==> config.mk <==
export PLATFORM = sky130hd
export DESIGN_NAME = train_cmd_seq
export DESIGN_NICKNAME = d
export VERILOG_FILES = /design/src/rtl/tcs_pkg.sv /design/src/rtl/tcs_datapath.sv /design/src/rtl/tcs_control.sv /design/src/rtl/train_cmd_seq.sv
export SDC_FILE = /design/constraint.sdc
export NUM_CORES = 1
export LEC_CHECK = 0
export CAP_MARGIN = 25
export CORE_MARGIN = 8
export CORE_UTILIZATION = 50
export CTS_CLUSTER_DIAMETER = 150
export DETAILED_ROUTE_END_ITERATION = 7
export PLACE_DENSITY_LB_ADDON = 0.2
export REMOVE_ABC_BUFFERS = 1
export SYNTH_ARGS = -nofsm -noshare
export SYNTH_HDL_FRONTEND = slang
export SYNTH_SLANG_ARGS = --single-unit
export TNS_END_PERCENT = 30
==> constraint.sdc <==
create_clock -name clk -period 4.9 [get_ports clk]
set_input_delay 0.98 -clock clk [delete_from_list [all_inputs] [get_ports clk]]
set_output_delay 0.98 -clock clk [all_outputs]
set_load 0.005 [all_outputs]
==> src/rtl/tcs_pkg.sv <==
package tcs_pkg;
  localparam int NUM_SUB = 4;
  localparam int SUB_W   = $clog2(NUM_SUB);
  localparam int REP_W   = 9;
  localparam int GAP_W   = 5;
  localparam int IDLE_W  = 9;
  localparam int WAIT_W  = 9;
  localparam int ITER_W  = 8;
  localparam int ADDR_W  = 16;
  localparam int CODE_W  = 3;
  localparam int DIR_W   = 2;
  localparam int DATA_W  = 32;
  localparam int REG_AW  = 4;
  localparam int TMR_A   = (IDLE_W > WAIT_W) ? IDLE_W : WAIT_W;
  localparam int TMR_W   = (TMR_A > GAP_W) ? TMR_A : GAP_W;

  // command register fields
  localparam int CODE_LSB = ADDR_W;
  localparam int DIR_LSB  = CODE_LSB + CODE_W + 1;
  // timing register fields
  localparam int IDLE_LSB = REP_W;
  localparam int GAP_LSB  = IDLE_LSB + IDLE_W;
  // sequence register fields
  localparam int LAST_LSB   = 0;
  localparam int STOP_BIT   = SUB_W;
  localparam int TRIGEN_BIT = SUB_W + 1;
  localparam int ITER_LSB   = 8;
  localparam int WAIT_LSB   = ITER_LSB + ITER_W;
  // register addresses
  localparam int CMD_BASE  = 0;
  localparam int TIM_BASE  = NUM_SUB;
  localparam int SEQ_ADDR  = 2 * NUM_SUB;
  localparam int STAT_ADDR = 2 * NUM_SUB + 1;
  localparam int STAT_W    = 5;

  typedef enum logic [2:0] {ST_IDLE, ST_ISSUE, ST_GAP, ST_POST, ST_WAIT} seq_state_t;

  typedef struct packed {
    logic clrSub;
    logic incSub;
    logic clrRep;
    logic incRep;
    logic loadGap;
    logic loadIdle;
    logic loadWait;
    logic decTimer;
    logic decIter;
  } ctl_strobe_t;

  typedef struct packed {
    logic repLast;
    logic gapZero;
    logic idleZero;
    logic waitZero;
    logic timerOne;
    logic subLast;
    logic iterOne;
    logic iterZero;
    logic iterInf;
    logic startReq;
    logic abortReq;
    logic stopOnErr;
    logic trigEn;
  } dp_flag_t;
endpackage

==> src/rtl/tcs_datapath.sv <==
module tcs_datapath
  import tcs_pkg::*;
(
  input  logic               clk,
  input  logic               rstN,
  input  logic               cfgWrEn,
  input  logic [REG_AW-1:0]  cfgAddr,
  input  logic [DATA_W-1:0]  cfgWrData,
  output logic [DATA_W-1:0]  cfgRdData,
  input  ctl_strobe_t        stb,
  input  logic [STAT_W-1:0]  statusBits,
  output dp_flag_t           flags,
  output logic [SUB_W-1:0]   subIdx,
  output logic [CODE_W-1:0]  cmdCode,
  output logic [ADDR_W-1:0]  cmdAddr,
  output logic [DIR_W-1:0]   cmdDir
);
  logic [ADDR_W-1:0] addrArr [NUM_SUB];
  logic [CODE_W-1:0] codeArr [NUM_SUB];
  logic [DIR_W-1:0]  dirArr  [NUM_SUB];
  logic [REP_W-1:0]  repsArr [NUM_SUB];
  logic [GAP_W-1:0]  gapArr  [NUM_SUB];
  logic [IDLE_W-1:0] idleArr [NUM_SUB];

  logic [SUB_W-1:0]  subQ;
  logic [REP_W-1:0]  repQ;
  logic [TMR_W-1:0]  tmrQ;
  logic [ITER_W-1:0] iterQ;
  logic [WAIT_W-1:0] waitQ;
  logic [SUB_W-1:0]  lastQ;
  logic              stopQ, trigEnQ;

  logic              wrSeq;
  logic [ITER_W-1:0] wrIter;
  logic [REP_W-1:0]  curReps, repLimit;

  assign wrSeq  = cfgWrEn && (cfgAddr == REG_AW'(SEQ_ADDR));
  assign wrIter = cfgWrData[ITER_LSB +: ITER_W];

  for (genvar i = 0; i < NUM_SUB; i++) begin : g_sub
    logic [ADDR_W-1:0] addrR;
    logic [CODE_W-1:0] codeR;
    logic [DIR_W-1:0]  dirR;
    logic [REP_W-1:0]  repsR;
    logic [GAP_W-1:0]  gapR;
    logic [IDLE_W-1:0] idleR;
    always_ff @(posedge clk or negedge rstN) begin
      if (!rstN) begin
        addrR <= '0; codeR <= '0; dirR <= '0;
        repsR <= '0; gapR <= '0; idleR <= '0;
      end else begin
        if (cfgWrEn && (cfgAddr == REG_AW'(CMD_BASE + i))) begin
          addrR <= cfgWrData[ADDR_W-1:0];
          codeR <= cfgWrData[CODE_LSB +: CODE_W];
          dirR  <= cfgWrData[DIR_LSB +: DIR_W];
        end
        if (cfgWrEn && (cfgAddr == REG_AW'(TIM_BASE + i))) begin
          repsR <= cfgWrData[REP_W-1:0];
          idleR <= cfgWrData[IDLE_LSB +: IDLE_W];
          gapR  <= cfgWrData[GAP_LSB +: GAP_W];
        end
      end
    end
    assign addrArr[i] = addrR;
    assign codeArr[i] = codeR;
    assign dirArr[i]  = dirR;
    assign repsArr[i] = repsR;
    assign gapArr[i]  = gapR;
    assign idleArr[i] = idleR;
  end

  always_ff @(posedge clk or negedge rstN) begin
    if (!rstN) begin
      iterQ <= '0; waitQ <= '0; lastQ <= '0; stopQ <= 1'b0; trigEnQ <= 1'b0;
    end else begin
      if (wrSeq) begin
        iterQ   <= wrIter;
        waitQ   <= cfgWrData[WAIT_LSB +: WAIT_W];
        lastQ   <= cfgWrData[LAST_LSB +: SUB_W];
        stopQ   <= cfgWrData[STOP_BIT];
        trigEnQ <= cfgWrData[TRIGEN_BIT];
      end else if (stb.decIter && !flags.iterInf && !flags.iterZero) begin
        iterQ <= iterQ - 1'b1;
      end
    end
  end

  always_ff @(posedge clk or negedge rstN) begin
    if (!rstN) begin
      subQ <= '0; repQ <= '0; tmrQ <= '0;
    end else begin
      if (stb.clrSub)      subQ <= '0;
      else if (stb.incSub) subQ <= subQ + 1'b1;
      if (stb.clrRep)      repQ <= '0;
      else if (stb.incRep) repQ <= repQ + 1'b1;
      if (stb.loadGap)       tmrQ <= TMR_W'(gapArr[subQ]);
      else if (stb.loadIdle) tmrQ <= TMR_W'(idleArr[subQ]);
      else if (stb.loadWait) tmrQ <= TMR_W'(waitQ);
      else if (stb.decTimer) tmrQ <= tmrQ - 1'b1;
    end
  end

  assign curReps  = repsArr[subQ];
  assign repLimit = (curReps == '0) ? '0 : curReps - 1'b1;

  always_comb begin
    flags           = '0;
    flags.repLast   = (repQ == repLimit);
    flags.gapZero   = (gapArr[subQ] == '0);
    flags.idleZero  = (idleArr[subQ] == '0);
    flags.waitZero  = (waitQ == '0);
    flags.timerOne  = (tmrQ == TMR_W'(1));
    flags.subLast   = (subQ == lastQ);
    flags.iterOne   = (iterQ == ITER_W'(1));
    flags.iterZero  = (iterQ == '0);
    flags.iterInf   = (iterQ == '1);
    flags.startReq  = wrSeq && (wrIter != '0);
    flags.abortReq  = wrSeq && (wrIter == '0);
    flags.stopOnErr = stopQ;
    flags.trigEn    = trigEnQ;
  end

  assign subIdx  = subQ;
  assign cmdCode = codeArr[subQ];
  assign cmdAddr = addrArr[subQ];
  assign cmdDir  = dirArr[subQ];

  always_comb begin
    cfgRdData = '0;
    for (int i = 0; i < NUM_SUB; i++) begin
      if (cfgAddr == REG_AW'(CMD_BASE + i)) begin
        cfgRdData[ADDR_W-1:0]         = addrArr[i];
        cfgRdData[CODE_LSB +: CODE_W] = codeArr[i];
        cfgRdData[DIR_LSB +: DIR_W]   = dirArr[i];
      end
      if (cfgAddr == REG_AW'(TIM_BASE + i)) begin
        cfgRdData[REP_W-1:0]          = repsArr[i];
        cfgRdData[IDLE_LSB +: IDLE_W] = idleArr[i];
        cfgRdData[GAP_LSB +: GAP_W]   = gapArr[i];
      end
    end
    if (cfgAddr == REG_AW'(SEQ_ADDR)) begin
      cfgRdData[LAST_LSB +: SUB_W]  = lastQ;
      cfgRdData[STOP_BIT]           = stopQ;
      cfgRdData[TRIGEN_BIT]         = trigEnQ;
      cfgRdData[ITER_LSB +: ITER_W] = iterQ;
      cfgRdData[WAIT_LSB +: WAIT_W] = waitQ;
    end
    if (cfgAddr == REG_AW'(STAT_ADDR)) cfgRdData[STAT_W-1:0] = statusBits;
  end

  // endless count survives every pass unless software rewrites it
  assert_iter_hold_inf_R9: assert property (@(posedge clk) disable iff (!rstN)
    (iterQ == '1 && !wrSeq) |=> (iterQ == '1));
  // sub-sequences advance one index at a time
  assert_sub_order_R6: assert property (@(posedge clk) disable iff (!rstN)
    (stb.incSub && !stb.clrSub) |=> (subQ == $past(subQ) + 1'b1));
endmodule

==> src/rtl/tcs_control.sv <==
module tcs_control
  import tcs_pkg::*;
(
  input  logic        clk,
  input  logic        rstN,
  input  dp_flag_t    flags,
  input  logic        errIn,
  output ctl_strobe_t stb,
  output logic        cmdValid,
  output logic        seqIdle,
  output logic        seqBusy,
  output logic        seqDone,
  output logic        seqError,
  output logic        errTrigger
);
  seq_state_t stQ, stNext;
  logic doneQ, errQ, trigQ;
  logic busy, abortNow, stopNow, advance, startNow, doneSet, errSet;

  assign busy     = (stQ != ST_IDLE);
  assign abortNow = busy && flags.abortReq;
  assign stopNow  = busy && errIn && flags.stopOnErr;

  always_comb begin
    stb      = '0;
    stNext   = stQ;
    advance  = 1'b0;
    startNow = 1'b0;
    doneSet  = 1'b0;
    errSet   = 1'b0;
    if (abortNow) begin
      stNext = ST_IDLE;
    end else if (stopNow) begin
      stNext = ST_IDLE;
      errSet = 1'b1;
    end else begin
      case (stQ)
        ST_IDLE: if (flags.startReq) begin
          stNext     = ST_ISSUE;
          stb.clrSub = 1'b1;
          stb.clrRep = 1'b1;
          startNow   = 1'b1;
        end
        ST_ISSUE: if (!flags.repLast) begin
          stb.incRep = 1'b1;
          if (!flags.gapZero) begin
            stb.loadGap = 1'b1;
            stNext      = ST_GAP;
          end
        end else begin
          stb.clrRep = 1'b1;
          if (!flags.idleZero) begin
            stb.loadIdle = 1'b1;
            stNext       = ST_POST;
          end else begin
            advance = 1'b1;
          end
        end
        ST_GAP:  if (flags.timerOne) stNext = ST_ISSUE; else stb.decTimer = 1'b1;
        ST_POST: if (flags.timerOne) advance = 1'b1;    else stb.decTimer = 1'b1;
        ST_WAIT: if (flags.timerOne) begin
          if (flags.iterZero) begin
            stNext  = ST_IDLE;
            doneSet = 1'b1;
          end else begin
            stNext = ST_ISSUE;
          end
        end else begin
          stb.decTimer = 1'b1;
        end
        default: stNext = ST_IDLE;
      endcase
      if (advance) begin
        if (!flags.subLast) begin
          stb.incSub = 1'b1;
          stNext     = ST_ISSUE;
        end else begin
          stb.clrSub  = 1'b1;
          stb.decIter = 1'b1;
          if (!flags.waitZero) begin
            stb.loadWait = 1'b1;
            stNext       = ST_WAIT;
          end else if (!flags.iterInf && flags.iterOne) begin
            stNext  = ST_IDLE;
            doneSet = 1'b1;
          end else begin
            stNext = ST_ISSUE;
          end
        end
      end
    end
  end

  always_ff @(posedge clk or negedge rstN) begin
    if (!rstN) begin
      stQ   <= ST_IDLE;
      doneQ <= 1'b0;
      errQ  <= 1'b0;
      trigQ <= 1'b0;
    end else begin
      stQ <= stNext;
      if (startNow) begin
        doneQ <= 1'b0;
        errQ  <= 1'b0;
        trigQ <= 1'b0;
      end else begin
        if (doneSet) doneQ <= 1'b1;
        if (errSet)  errQ  <= 1'b1;
        if (busy && errIn && flags.trigEn) trigQ <= 1'b1;
      end
    end
  end

  assign cmdValid   = (stQ == ST_ISSUE);
  assign seqIdle    = !busy;
  assign seqBusy    = busy;
  assign seqDone    = doneQ;
  assign seqError   = errQ;
  assign errTrigger = trigQ;

  assert_start_issue_R2: assert property (@(posedge clk) disable iff (!rstN)
    (stQ == ST_IDLE && flags.startReq) |=> (cmdValid && !doneQ && !errQ && !trigQ));
  assert_abort_idle_R9: assert property (@(posedge clk) disable iff (!rstN)
    (busy && flags.abortReq) |=> (stQ == ST_IDLE && !cmdValid && !doneQ));
  assert_stop_err_R10: assert property (@(posedge clk) disable iff (!rstN)
    (busy && errIn && flags.stopOnErr && !flags.abortReq) |=> (stQ == ST_IDLE && errQ));
  assert_done_idle_R8: assert property (@(posedge clk) disable iff (!rstN)
    $rose(doneQ) |-> (stQ == ST_IDLE));
  assert_trig_cause_R11: assert property (@(posedge clk) disable iff (!rstN)
    $rose(trigQ) |-> $past(errIn));
endmodule

==> src/rtl/train_cmd_seq.sv <==
module train_cmd_seq
  import tcs_pkg::*;
(
  input  logic               clk,
  input  logic               rstN,
  input  logic               cfgWrEn,
  input  logic [REG_AW-1:0]  cfgAddr,
  input  logic [DATA_W-1:0]  cfgWrData,
  output logic [DATA_W-1:0]  cfgRdData,
  input  logic               errIn,
  output logic               cmdValid,
  output logic [SUB_W-1:0]   cmdSubIdx,
  output logic [CODE_W-1:0]  cmdCode,
  output logic [ADDR_W-1:0]  cmdAddr,
  output logic [DIR_W-1:0]   cmdDir,
  output logic               seqIdle,
  output logic               seqBusy,
  output logic               seqDone,
  output logic               seqError,
  output logic               errTrigger
);
  ctl_strobe_t stb;
  dp_flag_t    flags;
  logic [STAT_W-1:0] statusBits;

  assign statusBits = {errTrigger, seqError, seqDone, seqBusy, seqIdle};

  tcs_datapath u_datapath (
    .clk(clk), .rstN(rstN), .cfgWrEn(cfgWrEn), .cfgAddr(cfgAddr),
    .cfgWrData(cfgWrData), .cfgRdData(cfgRdData), .stb(stb),
    .statusBits(statusBits), .flags(flags), .subIdx(cmdSubIdx),
    .cmdCode(cmdCode), .cmdAddr(cmdAddr), .cmdDir(cmdDir)
  );

  tcs_control u_control (
    .clk(clk), .rstN(rstN), .flags(flags), .errIn(errIn), .stb(stb),
    .cmdValid(cmdValid), .seqIdle(seqIdle), .seqBusy(seqBusy),
    .seqDone(seqDone), .seqError(seqError), .errTrigger(errTrigger)
  );
endmodule

==> flow_summary.ini, run 1 <==
[floorplan]
ios = 101
die_area_mm2 = 0.0298
dieWidth_um = 173
start_util_pct = 50.7
core-area_mm2 = 0.0242
rows = 57
die_h_um = 173

[cts]
clock_sinks = 223
cts_setup_buffers = 0
cts_hold_buf = 0
numCtsBuffers = 25
cts-root-buf = clkbuf_16
clkTransAtPathRegs_ns = 0.05
post_cts_resize_count = 0
insertion_delay_ns = 0.54
cts_tree = yes
clockBufferDepth = 3
cts_htree_levels = 1

[critical_path]
cp_common_cell = clkdlybuf4s50_1
end_kind = output port
cp.required_ns = 3.92
reg2reg_setup_slack_ns = 0.47
r2r-start = u_datapath.subIdx[0]$_DFFE_PN0P_
reg2regPathDepth = 13
critical-path-max-stage-delay_ns = 0.60
crit_fanout = 22
cp_slowest_cell = clkdlybuf4s50_1
startpoint_type = input pin
cp_cell_sequence = clkdlybuf4s50_1, buf_4, nor4b_2, buf_12, a22oi_1, nand2_1, a221oi_1, o21ai_0, clkdlybuf4s50_1
r2r-end = u_control.stQ[0]$_DFFE_PN0P_
crit_type = in -> out
critPathArrivalTime_ns = 3.47

[route]
drtIter0Drc = 747
drcViolationCount = 0
first_pass_iters = 6
num_vias = 9278
avgViaCountPerCell = 6.37
ant_nets = 0
finalWirelength_mm = 35.2
wire_per_inst_um = 24.1

[status]
status = complete, no violations

[pwr]
seqPwrFrac_pct = 40.8
leakage_nw = 5.92
power.total_mw = 6.74
intPower_mw = 4.54
switchingPower_mw = 2.20
combPwrFrac_pct = 31.5
powerDensity_mw_per_mm2 = 465
vdd_drop_max_mv = 0.246
clockPowerShare_pct = 27.8
swShare_pct = 32.7

[timing]
setup_viol = 0
rsz0062_at_grt = no
period_share_pct = 90.9
finalMaxSlewViolations = 0
period_minus_slack_ns = 4.45
tightest_slew_ns = 0.816
max_freq_mhz = 225
final-hold-violation-count = 0
slew_headroom_pct = 45.2
fin_worst_skew_ns = 0.0200
holdWs_ns = 0.400

[yosys]
syn-cell-area_mm2 = 0.0123
post_synth.cell_area_avg_um2 = 12.0
netlist_instances = 1023
ys_seq_elements = 223
synth_area_leaders = dfrtp_1 45%, mux2_2 18%, mux4_2 8.4%, a22oi_1 3.2%, nand2_1 1.8%
synth_edf_count = 0
synth_top_area_share_pct = 45.4
synth.distinct_cells = 73
yosysSeqAreaShare_pct = 45.4
async_reset_ff_share_pct = 100
synthFlopType = dfrtp_1
ys_warn_count = 0
synth_top_area_cell = dfrtp_1

[cells_and_area]
nets = 1163
final_cells = 1456
antenna_cells = 0
drive_gt1_share_pct = 30.8
area_delta_synth_final_pct = 18.1
multiInputGateArea_mm2 = 0.00636
fillers = 2007
final_common_cell = dfrtp_1
regArea_mm2 = 0.00559
layout_common_cells = 221 x dfrtp_1, 196 x mux2_2, 85 x clkdlybuf4s50_1

[global_routing]
antenna_found_initial = 0
grt_max_degree = 99
grt_usage_pct = 22.9
grt_overflow = 0
grt_pass1_vias = 9410
grt_pass1_wl_mm = 54.5

[place]
gp_congestion = 0.873
dp_hpwl_mm = 23.6
dpl.cell_count = 1412
portBuffers = 86

[worst_hold_path]
hp-class = in -> async

[run]
drv_cap = 0
sequential cells by signal, summed over array words and instances (netlist names), 2 cells and up:
name and cells:
u_datapath.repQ 9, u_control.stQ 3, u_datapath.waitQ 9, u_datapath.lastQ 2, u_datapath.iterQ 8, u_datapath.g_sub.idleR 36, u_datapath.g_sub.addrR 64, u_datapath.tmrQ 9
u_datapath.g_sub.gapR 20, u_datapath.subIdx 2, u_datapath.g_sub.dirR 8, u_datapath.g_sub.codeR 12, u_datapath.g_sub.repsR 36
power groups by stage:
stage / sequential [mW] / clock, mW / combinational, mW
floorplan: 2.64 / 0 / 1.41
global placement: 2.74 / 0 / 2.07
detailed placement: 2.76 / 0 / 2.11
CTS: 2.73 / 1.90 / 2.13
global route: 2.80 / 1.97 / 2.30
finish: 2.75 / 1.87 / 2.12
routing by layer:
| metal | track usage (%) | vias up | wire, µm |
|---|---|---|---|
| met4 | 7.19 | 0 | 971 |
| li1 | - | 4089 | - |
| met1 | 30.1 | 4785 | 15000 |
| met5 | 0 | - | 0 |
| met2 | 38.1 | 341 | 16900 |
| met3 | 4.36 | 63 | 2250 |
cell families after synthesis:
family / share of synthesized area (%)
multiplexers: 27.9
AND/OR/NAND/NOR: 9.73
flip-flops: 45.4
AO/OA/AOI/OAI: 11.0
buffers and inverters: 3.17
XOR/XNOR: 1.85
adder cells (fa/ha/maj): 0.815
other: 0.0305
metrics by stage:
step | utilization [%] | TNS, ns | setup WS (ns) | area [µm²]
detailed placement | 56.5 | 0 | 0.395 | 13700
global route | 59.8 | 0 | 0.218 | 14500
floorplan | - | -8.81 | -0.740 | 12000
global placement | 56.5 | 0 | 0.449 | 13700
CTS | 59.8 | 0 | 0.453 | 14500
finish | 59.8 | 0 | 0.446 | 14500
how the worst max path moves through the flow:
stage	cells past startpoint	startpoint	slack, ns	end
finish	9	cfgAddr[1]	0.45	cfgRdData[11]
floorplan	10	u_datapath.subIdx[0]$_DFFE_PN0P_	-0.74	u_datapath.tmrQ[0]$_DFFE_PN0P_
CTS	9	cfgAddr[1]	0.45	cfgRdData[11]
global placement	8	cfgAddr[0]	0.45	cfgRdData[1]
global route	13	u_datapath.subIdx[0]$_DFFE_PN0P_	0.22	u_datapath.tmrQ[1]$_DFFE_PN0P_
detailed placement	14	cfgAddr[1]	0.40	u_datapath.tmrQ[1]$_DFFE_PN0P_
cell type report:
| cell class | count | share of cell area, % |
|---|---|---|
| clock inverters | 8 | 0.750 |
| flip-flops and latches | 223 | 38.5 |
| inverters | 18 | 0.466 |
| repair buffers | 132 | 8.78 |
| well taps | 324 | 2.79 |
| clock buffers | 36 | 4.87 |
| multi-input cells | 715 | 43.9 |
cell usage after synthesis, types with 3 or more instances:
| cell | n |
|---|---|
| dfrtp_1 | 223 |
| nor3_1 | 14 |
| a221oi_1 | 17 |
| o21ai_1 | 9 |
| or3_1 | 7 |
| mux2_2 | 196 |
| xor2_1 | 17 |
| nand2_1 | 60 |
| a32o_1 | 3 |
| mux2i_1 | 15 |
| o21ai_0 | 20 |
| nand3b_1 | 3 |
| buf_2 | 5 |
| buf_1 | 24 |
| buf_4 | 7 |
| nand3_1 | 13 |
| nor3b_1 | 3 |
| nor2b_1 | 6 |
| nor2_1 | 52 |
| ha_1 | 8 |
| and3_1 | 8 |
| nand4_1 | 23 |
| nand2b_1 | 9 |
| a2bb2oi_1 | 4 |
| inv_1 | 17 |
| a211oi_1 | 4 |
| a31oi_1 | 7 |
| a22o_1 | 17 |
| mux4_2 | 46 |
| a21oi_1 | 27 |
| a22oi_1 | 52 |
| xnor2_1 | 9 |
| clkbuf_1 | 35 |
| nor4_1 | 11 |
worst max-delay path, delay by kind of cell:
kind,cells,cell delay (ns)
compound gates,3,0.36
simple gates,2,0.50
buf+inv,4,1.64
No activity file was read; power rests on OpenSTA's default activity.
==> run 2: changes to the inputs <==
--- a/config.mk
+++ b/config.mk
@@ -5,13 +5,14 @@
 export SDC_FILE = /design/constraint.sdc
 export NUM_CORES = 1
 export LEC_CHECK = 0
-export CAP_MARGIN = 25
+export CAP_MARGIN = 10
 export CORE_MARGIN = 8
 export CORE_UTILIZATION = 50
 export CTS_CLUSTER_DIAMETER = 150
 export DETAILED_ROUTE_END_ITERATION = 7
 export PLACE_DENSITY_LB_ADDON = 0.2
 export REMOVE_ABC_BUFFERS = 1
+export SLEW_MARGIN = 40
 export SYNTH_ARGS = -nofsm -noshare
 export SYNTH_HDL_FRONTEND = slang
 export SYNTH_SLANG_ARGS = --single-unit
==> results of run 2 <==
Final layout, timing and power as in run 1 (identical DEF).
